File: config.mk
export PLATFORM = sky130hd
export DESIGN_NAME = sw_watchdog
export DESIGN_NICKNAME = d
export VERILOG_FILES = /design/src/rtl/wdt_pkg.sv /design/src/rtl/wdt_interval.sv /design/src/rtl/wdt_count.sv /design/src/rtl/wdt_ctrl.sv /design/src/rtl/sw_watchdog.sv
export SDC_FILE = /design/constraint.sdc
export NUM_CORES = 1
export LEC_CHECK = 0
export BUFFER_PORTS_ARGS = -buffer_cell sky130_fd_sc_hd__buf_2
export CAP_MARGIN = 10
export CORE_UTILIZATION = 50
export CTS_CLUSTER_SIZE = 24
export DETAILED_ROUTE_END_ITERATION = 16
export PLACE_DENSITY = 0.78
export SLEW_MARGIN = 25
export SYNTH_ARGS = -nofsm -noshare
export SYNTH_HDL_FRONTEND = slang
export SYNTH_SLANG_ARGS = --single-unit
File: constraint.sdc
create_clock -name clk -period 1.9 [get_ports clk]
set_input_delay 0.38 -clock clk [delete_from_list [all_inputs] [get_ports clk]]
set_output_delay 0.38 -clock clk [all_outputs]
set_load 0.02 [all_outputs]
File: src/rtl/wdt_pkg.sv
package wdt_pkg;

  // decoded enable-bit write
  typedef enum logic [1:0] {
    CMD_NONE = 2'd0,
    CMD_KICK = 2'd1,
    CMD_STOP = 2'd2
  } wr_cmd_e;

  function automatic bit is_pow2(input int unsigned v);
    return (v != 0) && ((v & (v - 1)) == 0);
  endfunction

  function automatic int unsigned max_limit(input int unsigned code_w,
                                            input int unsigned base,
                                            input int unsigned unit);
    return ((32'd1 << code_w) - 1 + base) * unit;
  endfunction

endpackage

File: src/rtl/wdt_interval.sv
module wdt_interval #(
  parameter int IVL_W      = 4,
  parameter int BASE_UNITS = 2,
  parameter int UNIT_TICKS = 32,
  parameter int CNT_W      = 10
) (
  input  logic             clk,
  input  logic             rst,
  input  logic             ivl_wr,
  input  logic [IVL_W-1:0] ivl_wdata,
  input  logic             load,
  output logic [CNT_W-1:0] lim_o
);
  import wdt_pkg::*;

  localparam int SH = $clog2(UNIT_TICKS);
  localparam logic [CNT_W-1:0] LIM_RST = CNT_W'(BASE_UNITS * UNIT_TICKS);

  logic [IVL_W-1:0] ivl_q;
  logic [IVL_W-1:0] sel;
  logic [CNT_W-1:0] lim_q;
  logic [CNT_W-1:0] lim_calc;

  // a write in the same cycle as a start is forwarded
  assign sel = ivl_wr ? ivl_wdata : ivl_q;

  generate
    if (is_pow2(UNIT_TICKS)) begin : g_shift
      assign lim_calc = CNT_W'((int'(sel) + BASE_UNITS) << SH);
    end else begin : g_mult
      assign lim_calc = CNT_W'((int'(sel) + BASE_UNITS) * UNIT_TICKS);
    end
  endgenerate

  always_ff @(posedge clk) begin
    if (rst) begin
      ivl_q <= '0;
      lim_q <= LIM_RST;
    end else begin
      if (ivl_wr) ivl_q <= ivl_wdata;
      if (load)   lim_q <= lim_calc;
    end
  end

  assign lim_o = lim_q;


  lim_hold_chk: assert property (@(posedge clk) disable iff (rst)
    !load |=> $stable(lim_q));

endmodule

File: src/rtl/wdt_count.sv
module wdt_count #(
  parameter int CNT_W = 10
) (
  input  logic             clk,
  input  logic             rst,
  input  logic             clr,
  input  logic             run,
  input  logic             tick,
  input  logic [CNT_W-1:0] lim,
  output logic             hit_o
);
  logic [CNT_W-1:0] cnt_q;

  assign hit_o = run && tick && (cnt_q == lim - 1'b1);

  always_ff @(posedge clk) begin
    if (rst)              cnt_q <= '0;
    else if (clr)         cnt_q <= '0;
    else if (run && tick) cnt_q <= cnt_q + 1'b1;
  end


  cnt_range_chk: assert property (@(posedge clk) disable iff (rst)
    run |-> (cnt_q < lim));


  cnt_clear_chk: assert property (@(posedge clk) disable iff (rst)
    clr |=> (cnt_q == '0));

endmodule

File: src/rtl/wdt_ctrl.sv
module wdt_ctrl (
  input  logic clk,
  input  logic rst,
  input  logic en_wr,
  input  logic en_wdata,
  input  logic hit,
  output logic run_o,
  output logic kick_o,
  output logic clr_o,
  output logic flag_o,
  output logic pulse_o
);
  import wdt_pkg::*;

  wr_cmd_e cmd;
  logic    run_q;
  logic    flag_q;
  logic    pulse_q;

  always_comb begin
    if (!en_wr)        cmd = CMD_NONE;
    else if (en_wdata) cmd = CMD_KICK;
    else               cmd = CMD_STOP;
  end

  assign kick_o = (cmd == CMD_KICK);
  assign clr_o  = en_wr || hit;

  always_ff @(posedge clk) begin
    if (rst) begin
      run_q   <= 1'b0;
      flag_q  <= 1'b0;
      pulse_q <= 1'b0;
    end else begin
      pulse_q <= 1'b0;
      case (cmd)
        CMD_KICK: run_q <= 1'b1;
        CMD_STOP: begin
          run_q  <= 1'b0;
          flag_q <= 1'b0;
        end
        default: begin
          if (hit) begin
            run_q   <= 1'b0;   // warm reset clears the enable bit
            flag_q  <= 1'b1;
            pulse_q <= 1'b1;
          end
        end
      endcase
    end
  end

  assign run_o   = run_q;
  assign flag_o  = flag_q;
  assign pulse_o = pulse_q;


  pulse_one_chk: assert property (@(posedge clk) disable iff (rst)
    pulse_q |=> !pulse_q);


  pulse_flag_chk: assert property (@(posedge clk) disable iff (rst)
    pulse_q |-> flag_q);


  pulse_stop_chk: assert property (@(posedge clk) disable iff (rst)
    pulse_q |-> !run_q);


  flag_keep_chk: assert property (@(posedge clk) disable iff (rst)
    (flag_q && !(en_wr && !en_wdata)) |=> flag_q);


  stop_clear_chk: assert property (@(posedge clk) disable iff (rst)
    (en_wr && !en_wdata) |=> (!flag_q && !run_q && !pulse_q));


  kick_wins_chk: assert property (@(posedge clk) disable iff (rst)
    (en_wr && en_wdata) |=> (run_q && !pulse_q));

endmodule

File: src/rtl/sw_watchdog.sv
module sw_watchdog #(
  parameter int IVL_W      = 4,
  parameter int BASE_UNITS = 2,
  parameter int UNIT_TICKS = 32
) (
  input  logic             clk,
  input  logic             rst,
  input  logic             tick_ms,
  input  logic             en_wr,
  input  logic             en_wdata,
  input  logic             ivl_wr,
  input  logic [IVL_W-1:0] ivl_wdata,
  output logic             wd_event,
  output logic             wd_reset
);
  import wdt_pkg::*;

  localparam int MAX_LIM = int'(max_limit(IVL_W, BASE_UNITS, UNIT_TICKS));
  localparam int CNT_W   = $clog2(MAX_LIM + 1);

  logic             run;
  logic             kick;
  logic             clr;
  logic             hit;
  logic [CNT_W-1:0] lim;

  wdt_ctrl u_ctrl (
    .clk      (clk),
    .rst      (rst),
    .en_wr    (en_wr),
    .en_wdata (en_wdata),
    .hit      (hit),
    .run_o    (run),
    .kick_o   (kick),
    .clr_o    (clr),
    .flag_o   (wd_event),
    .pulse_o  (wd_reset)
  );

  wdt_interval #(
    .IVL_W      (IVL_W),
    .BASE_UNITS (BASE_UNITS),
    .UNIT_TICKS (UNIT_TICKS),
    .CNT_W      (CNT_W)
  ) u_ivl (
    .clk       (clk),
    .rst       (rst),
    .ivl_wr    (ivl_wr),
    .ivl_wdata (ivl_wdata),
    .load      (kick),
    .lim_o     (lim)
  );

  wdt_count #(
    .CNT_W (CNT_W)
  ) u_cnt (
    .clk   (clk),
    .rst   (rst),
    .clr   (clr),
    .run   (run),
    .tick  (tick_ms),
    .lim   (lim),
    .hit_o (hit)
  );

endmodule

Word level (Yosys, flattened, before mapping)
Cells that the tools add are included.
- add/sub/neg operators: 3
- equal/unequal tests: 3
- mux-type cells: 8
- bitwise gates (word level): 1
- reduce and logical (&&, ||, !) cells: 8
- operators by type and width (kind ; number):
    $add 10x1->10 const B ; 1
    $eq 10x10->1 ; 1
    $sub 10x1->10 const B ; 1
    $add 4x2->5 const B ; 1
    $mux 2 ; 2
    $mux 4 ; 1
    $pmux 1 s2 ; 2
    $mux 1 ; 3
    $reduce_bool 3->1 ; 1
    $reduce_or 3->1 ; 1
    $eq 2x1->1 const B ; 1
    $eq 2x2->1 const B ; 1
    $logic_and 1x1->1 ; 2
    $reduce_and 2->1 ; 1
    $reduce_bool 2->1 ; 1
    $reduce_or 2->1 ; 1
    $logic_or 1x1->1 ; 1
    $not 1->1 ; 1
- register bits: 22
- input port bits: 10
- output and inout bits: 2
- word-level logic and storage cells: 29

Depth between registers and ports, before layout
Gate-level depths: netlist of the first run.
- depth after elaboration: 5
- gate-level depth with buffers: 7
- mapped depth without buffers: 6

By module
Synthesis of the first run repeated with hierarchy kept, for this count alone.
- cells, all modules: 139
- area, all modules: 1251.2 um^2
- by module, submodules not included (module ; instances ; cells an instance ; area an instance (um^2)):
    wdt_count ; 1 ; 89 ; 720.7
    wdt_interval ; 1 ; 39 ; 409.1
    wdt_ctrl ; 1 ; 11 ; 121.4

Worst setup path before layout of the first run
No wires, ideal clock.
- path type: register to register
- start: register u_ivl.lim_q[5] (netlist: u_ivl.lim_o[5])
- end: register u_cnt.cnt_q[0]
- library setup time: 0.135 ns
- arrival: 1.426 ns
- data required time: 1.765 ns
- path slack: 0.340 ns
- stages on the path, launching flop included: 8
- clock period less this slack: 1.560 ns
- path through: dfxtp_1 -> inv_1 -> ha_1 -> nand2b_1 -> o211a_1 -> o31ai_2 -> buf_4 -> a211oi_1
- longest elaborated chain between the ends: 5
- ends and longest elaborated chain (what ; line ; text):
    from (decl) ; wdt_interval.sv:21 ; logic [CNT_W-1:0] lim_q;
    from (signal assigned) ; wdt_interval.sv:41 ; if (load) lim_q <= lim_calc;
    $sub 10x1->10 ; wdt_count.sv:14 ; assign hit_o = run && tick && (cnt_q == lim - 1'b1);
    $eq 10x10->1 ; wdt_count.sv:14 ;
    $logic_and 1x1->1 ; wdt_count.sv:14 ;
    $logic_or 1x1->1 ; wdt_ctrl.sv:27 ; assign clr_o = en_wr || hit;
    $reduce_or 2->1 (no source line) ; n/a ;
    to (signal assigned) ; wdt_count.sv:19 ; else if (run && tick) cnt_q <= cnt_q + 1'b1;
    to (decl) ; wdt_count.sv:12 ; logic [CNT_W-1:0] cnt_q;
Every way passes these cells.
A chain may end at the register's enable or synchronous reset.

Worst setup path in the final report of the first run
- start: register u_ivl.lim_q[5] (netlist: u_ivl.lim_o[5])
- end: register u_cnt.cnt_q[1]
Same word-level chain as after synthesis.

==> results of run 1 <==
## state kept, by name (all words and copies together) (netlist names)
| name | flops |
|---|---|
| u_cnt.cnt_q | 10 |
| u_ctrl.flag_o | 1 |
| u_ctrl.pulse_o | 1 |
| u_ctrl.run_o | 1 |
| u_ivl.ivl_q | 4 |
| u_ivl.lim_o | 5 |
## cells by family (layout without fill, tap and decap cells)
| kind of cell | Yosys count | after routing | synth area share |
|---|---|---|---|
| xor+xnor | 15 | 15 | 0.120 |
| mux | 4 | 4 | 0.0365 |
| buf+inv | 11 | 21 | 0.0514 |
| fa+ha+maj | 3 | 3 | 0.0343 |
| flops | 22 | 22 | 0.402 |
| compound gates | 22 | 22 | 0.148 |
| simple gates | 44 | 44 | 0.208 |
## power breakdown
group | internal, mW | leakage [nW] | total (mW) | switching (mW)
clock network | 0.0741 | 0.0138 | 0.208 | 0.134
registers | 0.473 | 0.179 | 0.482 | 0.00927
logic | 0.0365 | 0.288 | 0.0897 | 0.0532
## critical path: stages (launching register included)
cell,delay [ns]
dfxtp_1,0.41
inv_1,0.06
ha_1,0.23
nand2b_1,0.17
a21oi_1,0.18
o31ai_2,0.08
buf_4,0.19
a221oi_1,0.25
## through the flow
step | util | setup WS [ns] | area, sq um | cells
after floorplan | - | 0.340 | 1100 | 121
after detailed placement | 0.581 | 0.263 | 1160 | 155
final | 0.592 | 0.247 | 1180 | 158
after CTS | 0.592 | 0.242 | 1180 | 158
after global placement | 0.581 | 0.303 | 1160 | 155
after global routing | 0.592 | 0.0909 | 1180 | 158
## routing by layer
layer	vias to the layer above	track usage
met5	-	0
met4	0	0.0735
met3	5	0.0218
met2	14	0.303
met1	419	0.266
li1	455	-
## cells in the final DEF (no fill, tap or decap), drive strengths merged, types with 2 or more instances in the layout
cell type | Yosys | layout
and3 | 2 | 2
ha | 3 | 3
nand2 | 6 | 6
xnor2 | 5 | 5
and4 | 2 | 2
xor2 | 10 | 10
buf | 4 | 13
dfxtp | 22 | 22
and2 | 2 | 2
mux2i | 4 | 4
nor3 | 2 | 2
nand3 | 7 | 7
nand4 | 6 | 6
a211oi | 9 | 9
inv | 5 | 5
nand2b | 2 | 2
clkbuf | 2 | 3
nor2 | 13 | 13
a21oi | 5 | 5
## cell type report
type                            count  area (sq um)
Clock buffer                        3          22.5
Fill cell                         197           817
Inverter                            5          18.8
Multi-Input combinational cell     88           599
Sequential cell                    22           440
Tap cell                           27          33.8
Timing Repair Buffer               13          70.1
## worst max-delay path by stage
stage	startpoint	to	slack [ns]	cells after the start
floorplan	u_ivl.lim_o[5]	u_cnt.cnt_q[0]	0.34	7
global placement	u_ivl.lim_o[5]	u_cnt.cnt_q[1]	0.30	7
detailed placement	u_ivl.lim_o[5]	u_cnt.cnt_q[1]	0.26	7
CTS	u_ivl.lim_o[5]	u_cnt.cnt_q[1]	0.24	7
global route	u_ivl.lim_o[5]	u_ctrl.run_o	0.09	7
finish	u_ivl.lim_o[5]	u_cnt.cnt_q[1]	0.25	7
==> results by group, run 1 <==
STA
  • Max Clock Freq: 0.605 GHz
  • Worst slew pin tran: 0.337 ns
  • Crit share post-route: 0.870
  • Min Hold Slack: 0.332 ns
  • Tmin final: 1.65 ns
  • Final setup fails: 0
  • Setup_tns: 0 ns
  • Clk_skew: 0.00398 ns
  • Slew Limit Fails: 0
  • RSZ-0062 raised after global routing: false
  • Fin. Hold Viols: 0
  • Slew Limit Headroom: 0.769

Global routing
  • First-pass GRT wire length: 3570 microns
  • Vias in the first global route: 848
  • Total global routing overflow: 0
  • Gr usage total: 0.191
  • Largest net degree at the start of global routing: 14
  • Initial antenna violation count: 0

Clock network
  • TritonCTS Buffers: 3
  • Clk sinks: 22
  • Setup repair bufs after CTS: 0
  • CTS tree: done
  • Clock Tree Buf Depth: 2
  • CTS hold repair buffers: 0
  • Clock Latency Late Sink: 0.30 ns
  • Root buffer cell: clkbuf_4
  • Clock slew at reported path FFs: 0.11 ns
  • Cts repair resizes: 0
  • CTS H-tree depth: 1

Worst setup path
  • Arrival @ worst endpoint: 1.88 ns
  • RR Endpoint: u_cnt.cnt_q[1]
  • Critical path capture point type: flip-flop
  • Kind of critical path: flip-flop to flip-flop
  • Required time of the critical path: 2.12 ns
  • FF-to-FF setup slack: 0.25 ns
  • CP Launch Type: flip-flop
  • R2R Path Start: u_ivl.lim_o[5]
  • CP max FO: 13
  • Reg2Reg Depth: 7

Pwr
  • Leak pwr: 0.480 nW
  • Power per Cell Area: 658 nW/um^2
  • Peak VDD IR: 0.516 mV
  • PnR Total Power: 779 uW

Worst hold path
  • Hold Path End: u_ivl.ivl_q[0]
  • Hold crit path type: input pin to flip-flop
  • Min-delay src: ivl_wdata[0]
  • Hold-critical path depth: 3

Placement
  • Detailed Place HPWL: 1490 microns
  • Routability Congestion: 0.875
  • I/O Buffers: 11

Routing
  • Routed wl met2: 899 microns
  • Final WL: 2040 microns
  • Antenna-violating nets left: 0
  • Starting DRC count in detailed routing: 18
  • Top sig layer: met4
  • Avg WL per Cell: 12.9 microns
  • Met1 Wirelength: 1040 microns
  • Vias per Instance: 5.65
  • First-pass DRT Iterations: 4
  • DR DRC count: 0
  • DR WL met3: 64 microns
  • Via count: 893

Outcome
  • Status: completed

Die
  • Die Wd: 48.8 microns
  • Io pins: 12
  • Die height: 48.8 microns
  • Row count: 16
  • Core area: 2000 sq um
  • Initial core utilization: 0.547
  • Die area: 2380 sq um

Synth
  • Synthesized Nets: 134
  • Post-Syn Area: 1100 sq um
  • #FFs+latches synth: 22
  • Mapped Cells: 121
  • EDFF count, synth: 0
  • Unique cell type count in the Yosys netlist: 33
  • Post-synth ARST share: 0
  • Synth area leader: dfxtp_1
  • Sequential-to-total area share from yosys stat: 0.402
  • Ys flop type: dfxtp_1
  • Count leader, synth: dfxtp_1
  • Top post-synthesis cells by area: dfxtp_1 40%, xor2_1 8.0%, a211oi_1 6.2%, nor2_1 4.5%, xnor2_1 4.0%
  • Synth top area share: 0.402
  • Yosys warnings: 0
  • Mean Syn Cell Area: 9.06 sq um
  • Synth top cells by count: 22 x dfxtp_1, 13 x nor2_1, 10 x xor2_1, 9 x a211oi_1, 7 x nand3_1

Finish
  • Layout Nets: 146
  • Layout cells sized above 1: 0.160
  • Diodes inserted: 0
  • Area grow syn2layout: 8.11%

Run
  • Max Cap Violations: 0
No activity file was read; power rests on OpenSTA's default activity.
==> inputs of run 2 (changes only) <==
--- a/config.mk
+++ b/config.mk
@@ -11,5 +11,5 @@
 export CTS_CLUSTER_SIZE = 24
 export DETAILED_ROUTE_END_ITERATION = 16
-export PLACE_DENSITY = 0.78
+export PLACE_DENSITY = 0.7
 export SLEW_MARGIN = 25
 export SYNTH_ARGS = -nofsm -noshare
==> constraint.sdc (replaced) <==
create_clock -name clk -period 1.9 [get_ports clk]
set_input_delay 0.38 -clock clk [delete_from_list [all_inputs] [get_ports clk]]
set_output_delay 0.38 -clock clk [all_outputs]
set_load 0.05 [all_outputs]
==> results by group, run 2 (synthesis results as in run 1) <==
Placement
  • DP Worst Slack: 0.228 ns (-0.0351 ns)
  • Routability Congestion: 0.788 (-9.9%)
  • Detailed Place HPWL: 1460 microns (-1.7%)
  • I/O Buffers: 11 (unchanged)

STA
  • Min Hold Slack: 0.330 ns (-0.00163 ns)
  • Crit share post-route: 0.889 (+0.0184)
  • Max Clock Freq: 0.592 GHz (-2.1%)
  • Final setup fails: 0 (unchanged)
  • Post-route setup slack: 0.212 ns (-0.0349 ns)
  • Worst slew pin tran: 0.318 ns (-0.0193 ns)
  • Setup_tns: 0 ns (unchanged)
  • Slew Limit Fails: 0 (unchanged)
  • Clk_skew: 0.00347 ns (-0.000504 ns)
  • Slew Limit Headroom: 0.782 (+0.0132)
  • RSZ-0062 raised after global routing: false
  • Tmin final: 1.69 ns (+0.0349 ns)
  • Fin. Hold Viols: 0 (unchanged)

Die
  • Initial core utilization: 0.547 (unchanged)
  • Die area: 2380 sq um (unchanged)
  • Row count: 16 (unchanged)
  • Die Wd: 48.8 microns (unchanged)
  • Core area: 2000 sq um (unchanged)
  • Die height: 48.8 microns (unchanged)
  • Io pins: 12 (unchanged)

Global routing
  • Met3 usage: 0.0187 (-0.00312)
  • Met2 Track Usage GR: 0.287 (-0.0162)
  • Top Usage Layer GRT: met2
  • Met1 Resource Use GR: 0.272 (+0.00579)
  • Initial antenna violation count: 0 (unchanged)
  • Largest net degree at the start of global routing: 14 (unchanged)
  • Gr usage total: 0.188 (-0.00316)
  • Total global routing overflow: 0 (unchanged)
  • Vias in the first global route: 788 (-7.1%)
  • First-pass GRT wire length: 3490 microns (-2.3%)

Worst setup path
  • Critical path capture point type: flip-flop
  • Arrival @ worst endpoint: 1.90 ns (+0.02 ns)
  • Slowest cell on crit path: dfxtp_1
  • Required time of the critical path: 2.11 ns (about the same)
  • CP Launch Type: flip-flop
  • Cells along the critical path: inv_1 -> ha_1 -> nand2b_1 -> a21oi_1 -> o31ai_2 -> buf_4 -> a221oi_1
  • Critical Path Max Stage Delay: 0.42 ns (about the same)
  • Kind of critical path: flip-flop to flip-flop
  • CP max FO: 13 (unchanged)

Routing
  • Avg WL per Cell: 12.6 microns (-2.8%)
  • Via count: 877 (-1.8%)
  • DR DRC count: 0 (unchanged)
  • Vias per Instance: 5.48 (-3.0%)
  • Antenna-violating nets left: 0 (unchanged)
  • First-pass DRT Iterations: 4 (unchanged)
  • Starting DRC count in detailed routing: 12 (-6)
  • Final WL: 2010 microns (-1.6%)

Clock network
  • Clock Tree Buf Depth: 2 (unchanged)
  • Clock Latency Late Sink: 0.30 ns (about the same)
  • Clock slew at reported path FFs: 0.12 ns (about the same)
  • Clk sinks: 22 (unchanged)
  • Cts repair resizes: 0 (unchanged)
  • CTS hold repair buffers: 0 (unchanged)
  • TritonCTS Buffers: 3 (unchanged)
  • CTS tree: done
  • Root buffer cell: clkbuf_4
  • CTS H-tree depth: 1 (unchanged)
  • Setup repair bufs after CTS: 0 (unchanged)

Pwr
  • Peak VDD IR: 0.615 mV (+19%)
  • Seq pwr share: 0.586 (-0.032)
  • Combinational share of power: 0.109 (-0.006)
  • Internal power: 626 uW (+7.4%)
  • PnR Total Power: 823 uW (+5.7%)
  • Leak pwr: 0.493 nW (+2.6%)
  • Net Switching: 197 uW (+0.65%)
  • Clock share of power: 0.305 (+0.038)
  • Power per Cell Area: 683 nW/um^2 (+3.8%)
  • Switching Fraction: 0.240 (-0.0119)

Finish
  • Filler cells: 188 (-4.6%)
  • Layout cells sized above 1: 0.173 (+0.0126)
  • Diodes inserted: 0 (unchanged)
  • Final core utilization: 0.603 (+0.0106)
  • Commonest non-fill, non-tap cell in the layout: dfxtp_1
  • Largest Register: u_cnt.cnt_q
  • Layout Nets: 147 (+0.68%)
  • Number of flip-flops in the largest register: 10 (unchanged)
  • Most frequent cells in the layout: 22 x dfxtp_1, 13 x nor2_1, 11 x buf_2, 10 x xor2_1, 9 x a211oi_1
  • Area grow syn2layout: 10.0%

Worst hold path
  • Hold crit path type: input pin to flip-flop

Run
  • Max Cap Violations: 0 (unchanged)

Outcome
  • Status: completed
==> run 2: path summary, 6_finish.rpt <==
| check | start | end | slack (ns) | cells after the start |
|---|---|---|---|---|
| worst min register to register | u_ivl.ivl_q[0] | u_ivl.ivl_q[0] | 0.50 | 2 |
| worst max-delay path | u_ivl.lim_o[5] | u_cnt.cnt_q[1] | 0.21 | 7 |
| worst max register to register | u_ivl.lim_o[5] | u_cnt.cnt_q[1] | 0.21 | 7 |
| worst min-delay path | ivl_wdata[0] | u_ivl.ivl_q[0] | 0.33 | 3 |
==> run 2: area by class of cell <==
cell class                      instances  area, sq um  area share
Timing Repair Buffer                   14         77.6      0.0643
Clock buffer                            4         36.3      0.0301
Tap cell                               27         33.8      0.0280
Sequential cell                        22          440       0.365
Multi-Input combinational cell         88          599       0.497
Inverter                                5         18.8      0.0156
==> run 2: critical path, delay by kind of cell (launching register included) <==
family	cells	cell delay [ns]
buf+inv	2	0.25
compound gates	3	0.53
fa+ha+maj	1	0.23
flops	1	0.42
simple gates	1	0.17
==> run 2: per-layer routing <==
| metal | vias to the layer above | share of wire | wire (microns) |
|---|---|---|---|
| met1 | 404 | 0.51 | 1030 |
| met2 | 13 | 0.44 | 886 |
| li1 | 456 | - | - |
| met5 | - | 0 | 0 |
| met4 | 0 | 0.014 | 29 |
| met3 | 4 | 0.030 | 60 |
==> run 2: per-stage QoR <==
step           cell area [sq um]  cells
2_1_floorplan               1100    121
3_3_place_gp                1170    156
3_5_place_dp                1170    156
4_1_cts                     1210    160
5_1_grt                     1210    160
6_report                    1210    160
==> run 2: power by group through the flow <==
| stage | Sequential [mW] | Clock, mW | Combinational, mW |
|---|---|---|---|
| 2_1_floorplan | 0.490 | 0 | 0.0637 |
| 3_3_place_gp | 0.492 | 0 | 0.0853 |
| 3_5_place_dp | 0.493 | 0 | 0.0882 |
| 4_1_cts | 0.482 | 0.255 | 0.0889 |
| 5_1_grt | 0.484 | 0.282 | 0.100 |
| 6_report | 0.482 | 0.251 | 0.0896 |
